===== config.mk =====
export PLATFORM = sky130hd
export DESIGN_NAME = ofs_loader
export DESIGN_NICKNAME = d
export VERILOG_FILES = /design/src/rtl/ofs_pkg.sv /design/src/rtl/ofs_mode_latch.sv /design/src/rtl/ofs_serial_chain.sv /design/src/rtl/ofs_parallel_load.sv /design/src/rtl/ofs_loader.sv
export SDC_FILE = /design/constraint.sdc
export NUM_CORES = 1
export LEC_CHECK = 0
export ABC_CLOCK_PERIOD_IN_PS = 1700
export BUFFER_PORTS_ARGS = -buffer_cell sky130_fd_sc_hd__buf_4
export CORE_MARGIN = 2
export CORE_UTILIZATION = 52
export DETAILED_ROUTE_END_ITERATION = 10
export GPL_TIMING_DRIVEN = 0
export PLACE_DENSITY_LB_ADDON = 0.3
export SYNTH_ARGS = -nofsm -noshare
export SYNTH_HDL_FRONTEND = slang
export SYNTH_HIERARCHICAL = 1
export SYNTH_SLANG_ARGS = --single-unit

===== constraint.sdc =====
create_clock -name clk -period 1.7 [get_ports clk]
set_input_delay 0.085 -clock clk [delete_from_list [all_inputs] [get_ports clk]]
set_output_delay 0.085 -clock clk [all_outputs]
set_load 0.01 [all_outputs]

===== src/rtl/ofs_pkg.sv =====
package ofs_pkg;
   typedef enum logic [1:0] {
      MODE_PRESET_LO = 2'b00,
      MODE_PRESET_HI = 2'b01,
      MODE_PARALLEL  = 2'b10,
      MODE_SERIAL    = 2'b11
   } ofs_mode_e;
endpackage


===== src/rtl/ofs_mode_latch.sv =====
module ofs_mode_latch
   import ofs_pkg::*;
(
   input  logic       clk,
   input  logic       rst_n,
   input  logic [1:0] sel,
   output ofs_mode_e  mode,
   output logic       live
);
   // Track the pins throughout reset; freeze on release.
   always_ff @(posedge clk) begin
      if (!rst_n) begin
         mode <= ofs_mode_e'(sel);
         live <= 1'b0;
      end else begin
         live <= 1'b1;
      end
   end

   assert_mode_held_R1: assert property (@(posedge clk) disable iff (!rst_n)
      live |=> $stable(mode));
endmodule


===== src/rtl/ofs_serial_chain.sv =====
module ofs_serial_chain #(
   parameter int PTR_W = 10
) (
   input  logic             clk,
   input  logic             rst_n,
   input  logic             arm,
   input  logic             sen_n,
   input  logic             sdata,
   output logic [PTR_W-1:0] x_val,
   output logic [PTR_W-1:0] y_val,
   output logic             done
);
   localparam int NBITS = 2 * PTR_W;
   localparam int CW    = $clog2(NBITS + 1);

   logic [NBITS-1:0] chain;
   logic [CW-1:0]    cnt;
   logic             shift;

   assign done  = (cnt == CW'(NBITS));
   assign shift = arm && !sen_n && !done;

   // One concatenated chain: the upper half is Y, the lower half is X.
   always_ff @(posedge clk) begin
      if (!rst_n) begin
         chain <= '0;
         cnt   <= '0;
      end else if (shift) begin
         chain <= {chain[NBITS-2:0], sdata};
         cnt   <= cnt + 1'b1;
      end
   end

   assign y_val = chain[NBITS-1:PTR_W];
   assign x_val = chain[PTR_W-1:0];

   assert_chain_frozen_R5: assert property (@(posedge clk) disable iff (!rst_n)
      done |=> $stable(chain));
   assert_count_bound_R4: assert property (@(posedge clk) disable iff (!rst_n)
      cnt <= CW'(NBITS));
endmodule


===== src/rtl/ofs_parallel_load.sv =====
module ofs_parallel_load #(
   parameter int PTR_W = 10
) (
   input  logic             clk,
   input  logic             rst_n,
   input  logic             arm,
   input  logic             wr,
   input  logic [PTR_W-1:0] din,
   output logic [PTR_W-1:0] x_val,
   output logic [PTR_W-1:0] y_val,
   output logic             done
);
   logic got_x;
   logic take;

   assign take = arm && wr && !done;

   always_ff @(posedge clk) begin
      if (!rst_n) begin
         x_val <= '0;
         y_val <= '0;
         got_x <= 1'b0;
         done  <= 1'b0;
      end else if (take) begin
         if (!got_x) begin
            x_val <= din;
            got_x <= 1'b1;
         end else begin
            y_val <= din;
            done  <= 1'b1;
         end
      end
   end

   assert_pair_frozen_R6: assert property (@(posedge clk) disable iff (!rst_n)
      done |=> ($stable(x_val) && $stable(y_val)));
   assert_x_before_y_R6: assert property (@(posedge clk) disable iff (!rst_n)
      done |-> got_x);
endmodule


===== src/rtl/ofs_loader.sv =====
module ofs_loader
   import ofs_pkg::*;
#(
   parameter int DEPTH     = 1024,
   parameter int DATA_W    = 36,
   parameter int PRESET_LO = 8,
   parameter int PRESET_HI = 16,
   localparam int PTR_W    = $clog2(DEPTH)
) (
   input  logic              clk,
   input  logic              rst_n,
   input  logic              sel1_sen_n,
   input  logic              sel0_sdata,
   input  logic              wr_en,
   input  logic [DATA_W-1:0] wr_data,
   output logic [PTR_W-1:0]  x_ofs,
   output logic [PTR_W-1:0]  y_ofs,
   output logic              ofs_done,
   output logic              in_rdy,
   output logic              fifo_wr
);
   // Elaboration-time parameter checks
   if (DEPTH < 4 || (DEPTH & (DEPTH - 1)) != 0) begin : g_bad_depth
      $error("DEPTH must be a power of two, at least 4");
   end
   if (DATA_W < PTR_W) begin : g_bad_width
      $error("DATA_W must cover the threshold width");
   end
   if (PRESET_LO >= DEPTH || PRESET_HI >= DEPTH) begin : g_bad_preset
      $error("preset thresholds must be below DEPTH");
   end

   ofs_mode_e        mode;
   logic             live;
   logic [PTR_W-1:0] s_x, s_y, p_x, p_y;
   logic             s_done, p_done;

   ofs_mode_latch u_mode (
      .clk   (clk),
      .rst_n (rst_n),
      .sel   ({sel1_sen_n, sel0_sdata}),
      .mode  (mode),
      .live  (live)
   );

   ofs_serial_chain #(.PTR_W(PTR_W)) u_ser (
      .clk   (clk),
      .rst_n (rst_n),
      .arm   (live && mode == MODE_SERIAL),
      .sen_n (sel1_sen_n),
      .sdata (sel0_sdata),
      .x_val (s_x),
      .y_val (s_y),
      .done  (s_done)
   );

   ofs_parallel_load #(.PTR_W(PTR_W)) u_par (
      .clk   (clk),
      .rst_n (rst_n),
      .arm   (live && mode == MODE_PARALLEL),
      .wr    (wr_en),
      .din   (wr_data[PTR_W-1:0]),
      .x_val (p_x),
      .y_val (p_y),
      .done  (p_done)
   );

   always_comb begin
      x_ofs    = '0;
      y_ofs    = '0;
      ofs_done = 1'b0;
      if (live) begin
         unique case (mode)
            MODE_PRESET_LO: begin
               x_ofs    = PTR_W'(PRESET_LO);
               y_ofs    = PTR_W'(PRESET_LO);
               ofs_done = 1'b1;
            end
            MODE_PRESET_HI: begin
               x_ofs    = PTR_W'(PRESET_HI);
               y_ofs    = PTR_W'(PRESET_HI);
               ofs_done = 1'b1;
            end
            MODE_PARALLEL: begin
               x_ofs    = p_x;
               y_ofs    = p_y;
               ofs_done = p_done;
            end
            MODE_SERIAL: begin
               x_ofs    = s_x;
               y_ofs    = s_y;
               ofs_done = s_done;
            end
            default: ;
         endcase
      end
   end

   assign in_rdy  = ofs_done;
   assign fifo_wr = wr_en && ofs_done;

   assert_done_sticky_R7: assert property (@(posedge clk) disable iff (!rst_n)
      ofs_done |=> ofs_done);
endmodule


==> results of run 1 <==
## cell families (layout without fill, tap and decap cells)
kind of cell / after synthesis / count (layout) / synth area share
AOI/OAI and AO/OA: 60 / 60 / 0.141
adders and majority gates: 2 / 2 / 0.0106
buffers and inverters: 32 / 86 / 0.0790
DFF: 50 / 50 / 0.433
muxes: 37 / 37 / 0.157
and+or+nand+nor: 86 / 86 / 0.180
## worst max path at each step
stage / slack (ns) / startpoint / to
3_3_place_gp: -0.05 / u_mode/mode[0] / u_ser/chain[15]
3_5_place_dp: -0.08 / u_mode/mode[0] / u_ser/chain[10]
6_report: 0.04 / u_mode/mode[0] / fifo_wr
2_1_floorplan: 0.14 / u_ser/cnt[0] / ofs_done
5_1_grt: -0.002 / u_mode/mode[0] / fifo_wr
4_1_cts: 0.01 / u_ser/cnt[0] / ofs_done
## worst min-delay path: cells and delay by family
family	cells	cell delay, ns
muxes	1	0.11
buffers and inverters	1	0.08
and+or+nand+nor	1	0.05
## flip-flops by register name (all words and copies together) (netlist names)
register     cells
u_mode/live      1
u_par/got_x      1
u_mode/mode      2
u_par/x_val     10
u_par/y_val     10
u_ser/chain     20
u_par/done       1
u_ser/cnt        5
## what timing repair did
action / 4_1_cts / 5_1_grt
hold endpoints to repair: 3 / 0
pin swaps: 2 / 1
setup endpoints to repair: 25 / 44
setup buffers: 6 / 2
gates resized for setup: 17 / 13
hold buffers: 3 / 0
## cell type report
cell class	instances	area, sq um	area share
Timing Repair Buffer	48	372	0.126
Inverter	10	40.0	0.0136
Clock buffer	7	76.3	0.0259
Tap cell	52	65.1	0.0221
Multi-Input combinational cell	185	1200	0.408
Buffer	21	165	0.0561
Sequential cell	50	1020	0.348
## power by group
part	switching (mW)	leakage [nW]	internal (mW)	total, mW
Clock	0.362	0.0383	0.284	0.646
Sequential	0.0106	0.408	1.19	1.20
Combinational	0.128	0.816	0.120	0.249
Total	0.501	1.26	1.60	2.10
## routing by layer
metal | GRT usage | wire length (um) | up-vias
met3 | 0.0464 | 343 | 10
li1 | - | - | 1033
met5 | 0 | 0 | -
met1 | 0.323 | 2570 | 988
met4 | 0.0860 | 112 | 0
met2 | 0.357 | 2690 | 61
## through the flow
step / cells / utilization / hold WS [ns]
floorplan: 267 / - / 0.113
global placement: 356 / 0.621 / 0.279
detailed placement: 356 / 0.621 / 0.286
CTS: 372 / 0.667 / 0.0563
global route: 373 / 0.677 / 0.0741
finish: 373 / 0.677 / 0.0558
## layout by cell type (no fill, tap or decap), drive strengths merged
cell and instances:
a41o 1, and4bb 1, edfxtp 2, clkinv 1
o21ai 24, nor3b 2, a311oi 3, o21a 1
buf 59, a21oi 28, ha 2, nand2 34
dfxtp 48, nand3 24, a211oi 2, inv 9
mux2i 37, clkbuf 14, nand4b 2, nor2b 1
nand2b 1, nor2 17, a21boi 1, and3b 1
or3 1, or4 1, and3 1, dlygate4sd3 3
==> qor.txt, run 1 <==
placed wire-length estimate: 4100 um
HP Start: wr_data[9]
Worst Path Arrival: 1.57 ns
mapped cell area: 0.00236 sq mm
placed instance area: 0.00270 sq mm
die area: 0.00509 sq mm
CP Launch Type: flop
Largest delay share family, worst path: buffers and inverters
initial antenna violation count: 0
final setup violation count: 0
Initial Utilization: 0.542
Synth Instances: 267
Core ar.: 0.00435 sq mm
Critical Path RT: 1.62 ns
Final Hold Viols: 0
Critical R2R Capture: u_ser/cnt[3]
global-route wire length before repair: 9160 um
total clock sinks: 50
top-count cell post-synth: dfxtp_1
P&R area growth vs syn: 24.9%
vias in the first global route: 1908
Worst path slowest cell: edfxtp_1
I/O Buffers: 37
Seq/Total Area, Yosys: 0.433
largest area contributor in the netlist: dfxtp_1
DRC Markers: 0
Worst Setup Slack, final: 0.0445 ns
total track usage: 0.231
Die X: 71.4 um
status: finished, final reports clean
Crit path top cell by count: buf_4
Avg Inst Size Synth: 8.84 sq um
hold endpoint: u_par/y_val[9]
Hold Crit Class: primary input to flop
final instance area: 0.00295 sq mm
total chip power: 2.10 mW
number of diodes: 0
largest net degree at the start of global routing: 14
EDFF count, synth: 2
number of fill cells: 371
DRT iter0 DRCs: 142
flops & latches, synth: 50
final worst path period need: 1.66 ns
Max Cap Viol: 0
WHS Path Cells: 3
CP Class: flop to output pin
Initial DRT Pass Iterations: 4
clk buf depth: 2
Final Max Tran Viols: 0
Clock Skew: 0.00913 ns
Crit. path cell count: 6
Root Buffer: clkbuf_8
number of cell rows: 24
Peak Freq: 604 MHz
leakage: 1.26 nW
Avg WL per Cell: 15.3 um
pwr dens: 712 mW/mm^2
Critical Path, Cell by Cell: buf_6 -> buf_4 -> mux2i_4 -> buf_4 -> a21oi_2 -> buf_4
CP peak stage delay: 0.38 ns
setup TNS: 0 ns
Buf+Inv Stages, Crit Path: 4
post-DR vias/cell: 5.61
DIE HEIGHT: 71.4 um
Mapped Nets: 310
Least-Margin Pin Slew: 0.466 ns
r2r startpoint: u_mode/mode[0]
async set-reset flop share out of synthesis: 0
Num CTS Buffers: 5
crit share post-route: 0.974
Max rail drop VDD: 0.442 mV
r2r setup slk: 0.13 ns
grt total ovfl: 0
slew margin rel.: 0.689
RePlAce Congestion: 0.858
Ys Warns: 6
H-tree depth: 2
fraction of layout cells with a size suffix above 1: 0.265
CTS tree: yes
Clk Latency, worst-skew pair: 0.30 ns
Post-layout nets: 364
post-route ant nets: 0
Vias: 2092
IO Count: 64
Post-synth top cells: dfxtp_1 (48), mux2i_1 (37), nand2_1 (33)
Most used DFF post-synth: dfxtp_1
Reg2Reg Depth: 6
clock slew at reported path FFs: 0.09 ns
Netlist cell types: 36
Place WS: -0.0829 ns
Synth area leaders: dfxtp_1 (41%), mux2i_1 (16%), a21oi_1 (5.9%), nand2_1 (5.2%), nand3_1 (5.1%)
top-area cell type share of the netlist area: 0.407
WL final: 5720 um
crit-path max FO: 5
Worst setup EP type: output pin
No activity file was read; power rests on OpenSTA's default activity.
==> run 2: changes to the inputs <==
Settings changed: CORE_ASPECT_RATIO set to 0.75, RECOVER_POWER set to 100.
==> run 2 against run 1 <==
Net effect:
- the flow now finishes with violations (setup timing)
- clock skew shrank 0.0026 ns
- critical path depth grew 3
- global-route usage grew 1.8 points
- sequential share of layout area grew 0.061 points
- maximum frequency shrank 3.2%
- clock power grew 14%
- clock-buffer cell count shrank 1
- hold slack lost 0.0057 ns
- largest cell class unchanged
- utilization shrank 1.1 points
- final area shrank 0.30%
- non-clock buffer count is the same
==> qor.txt, run 2 (synthesis gave the netlist of run 1 again) <==
Critical Path Source: u_ser/cnt[0]
Worst setup EP type: output pin
DRT iter0 DRCs: 164 (+15%)
post-route ant nets: 0 (unchanged)
total track usage: 0.250 (+0.0181)
IO Count: 64 (unchanged)
Reg2Reg Depth: 6 (unchanged)
Worst Path Arrival: 1.62 ns (+0.05 ns)
Final Hold Viols: 0 (unchanged)
Num CTS Buffers: 5 (unchanged)
number of diodes: 0 (unchanged)
H-tree depth: 2 (unchanged)
total net switching power: 0.544 mW (+8.7%)
WL final: 5970 um (+4.3%)
status: finished, violations left
Max Cap Viol: 0 (unchanged)
CP Class: flop to output pin
CTS tree: yes
crit-path max FO: 4 (-1)
number of cell rows: 21 (-13%)
max reg flops: 20 (unchanged)
total clock sinks: 50 (unchanged)
Die X: 81.8 um (+15%)
Max rail drop VDD: 0.564 mV (+28%)
final worst path period need: 1.71 ns (+0.0543 ns)
Post-layout nets: 364 (unchanged)
vias in the first global route: 1980 (+3.8%)
crit share post-route: 1.01 (+0.0320)
r2r setup slk: 0.05 ns (-0.08 ns)
DRC Markers: 0 (unchanged)
Least-Margin Pin Slew: 0.457 ns (-0.00947 ns)
Avg WL per Cell: 15.7 um (+2.7%)
post-DR vias/cell: 5.51 (-1.8%)
Core ar.: 0.00441 sq mm (+1.4%)
pwr dens: 741 mW/mm^2 (+4.0%)
Clock Skew: 0.00649 ns (-0.00263 ns)
CP Launch Type: flop
Comb power frac: 0.109 (-0.010)
slew margin rel.: 0.695 (+0.00632)
Initial Utilization: 0.535 (-0.00737)
number of fill cells: 377 (+1.6%)
Peak Freq: 585 MHz (-3.2%)
RSZ-0062 raised after global routing: yes
most frequent cells in the layout: dfxtp_1 (46), buf_4 (38), mux2i_1 (36)
fraction of layout cells with a size suffix above 1: 0.239 (-0.0257)
failing checks: setup timing
leakage: 1.25 nW (-1.3%)
Final Max Tran Viols: 0 (unchanged)
die area: 0.00510 sq mm (+0.11%)
RePlAce Congestion: 0.795 (-7.4%)
Clk Latency, worst-skew pair: 0.31 ns (about the same)
clock network fraction of total power: 0.338 (+0.030)
Vias: 2087 (-0.24%)
Sw Share: 0.250 (+0.0115)
placed wire-length estimate: 4210 um (+2.6%)
Critical R2R Capture: u_par/x_val[3]
r2r startpoint: u_mode/mode[1]
Worst Setup Slack, final: -0.00978 ns (-0.0543 ns)
largest net degree at the start of global routing: 16 (+2)
clk buf depth: 2 (unchanged)
internal power: 1.63 mW (+2.2%)
Setup crit end: ofs_done
global-route wire length before repair: 9710 um (+5.9%)
initial antenna violation count: 0 (unchanged)
Biggest register: u_ser/chain
Root Buffer: clkbuf_8
placed instance area: 0.00271 sq mm (+0.23%)
Critical Path RT: 1.62 ns (about the same)
final setup violation count: 1 (+1)
DIE HEIGHT: 62.3 um (-13%)
Initial DRT Pass Iterations: 5 (+1)
Sequential Power Share: 0.553 (-0.021)
clock slew at reported path FFs: 0.09 ns (about the same)
commonest non-fill, non-tap cell in the layout: dfxtp_1
I/O Buffers: 37 (unchanged)
grt total ovfl: 0 (unchanged)
Hold WS: 0.0501 ns (-0.00568 ns)
P&R area growth vs syn: 24.5%
leading registers by flop count: u_ser/chain x20, u_par/x_val x10, u_par/y_val x10
final instance area: 0.00294 sq mm (-0.30%)
Hold Crit Class: primary input to flop
run 2: area by class of cell:
class,instances,area [sq um],share of cell area
multi-input combinational,185,1200,0.409
sequential,50,1020,0.348
timing repair buffer,47,330,0.112
buffer,22,176,0.0601
clock buffer,6,82.6,0.0281
tap,57,71.3,0.0243
inverter,10,40.0,0.0136
clock inverter,2,11.3,0.00383
run 2: worst min-delay path by stage:
stage               startpoint        endpoint  slack (ns)  cells after the start
floorplan                rst_n     u_mode/live        0.11                      0
global placement         rst_n     u_mode/live        0.27                      1
detailed placement       rst_n     u_mode/live        0.28                      1
CTS                 wr_data[8]  u_par/y_val[8]        0.05                      3
global route        wr_data[3]  u_par/y_val[3]        0.07                      3
finish              wr_data[8]  u_par/y_val[8]        0.05                      3
run 2: stage by stage:
| stage | util | TNS (ns) | instances | total power, mW | setup slack, ns |
|---|---|---|---|---|---|
| 3_5_place_dp | 0.614 | -1.31 | 361 | 1.45 | -0.104 |
| 3_3_place_gp | 0.614 | -0.658 | 361 | 1.45 | -0.0461 |
| 6_report | 0.666 | -0.00978 | 379 | 2.18 | -0.00978 |
| 5_1_grt | 0.666 | -0.882 | 379 | 2.26 | -0.0777 |
| 2_1_floorplan | - | 0 | 267 | 1.37 | 0.139 |
| 4_1_cts | 0.660 | -0.0280 | 374 | 2.17 | -0.0280 |
run 2: worst max-delay path, cell delays in order (launching register included):
cell and delay, ns:
dfxtp_2 0.36, inv_2 0.05, ha_4 0.16, nand4b_4 0.09, inv_4 0.04, buf_8 0.12, mux2i_4 0.15, a21oi_2 0.09
buf_4 0.13, buf_6 0.11
run 2: what timing repair did:
action	CTS	global route
hold buffers	3	0
setup endpoints to repair	25	46
resized for setup	19	11
pin swaps	2	3
setup buffers	2	5
hold endpoints to repair	3	0
run 2: routing by layer:
layer	share of wire	wire [um]	track usage	vias up
met5	0	0	0	-
met4	0.0077	46	0.0563	0
met3	0.074	444	0.0625	6
met2	0.45	2680	0.368	75
met1	0.47	2790	0.367	969
li1	-	-	-	1037
run 2: power groups by stage:
stage | Clock (mW) | Sequential, mW | Combinational (mW)
2_1_floorplan | 0 | 1.23 | 0.140
3_3_place_gp | 0 | 1.23 | 0.217
3_5_place_dp | 0 | 1.23 | 0.220
4_1_cts | 0.733 | 1.20 | 0.236
5_1_grt | 0.792 | 1.21 | 0.258
6_report | 0.735 | 1.20 | 0.238
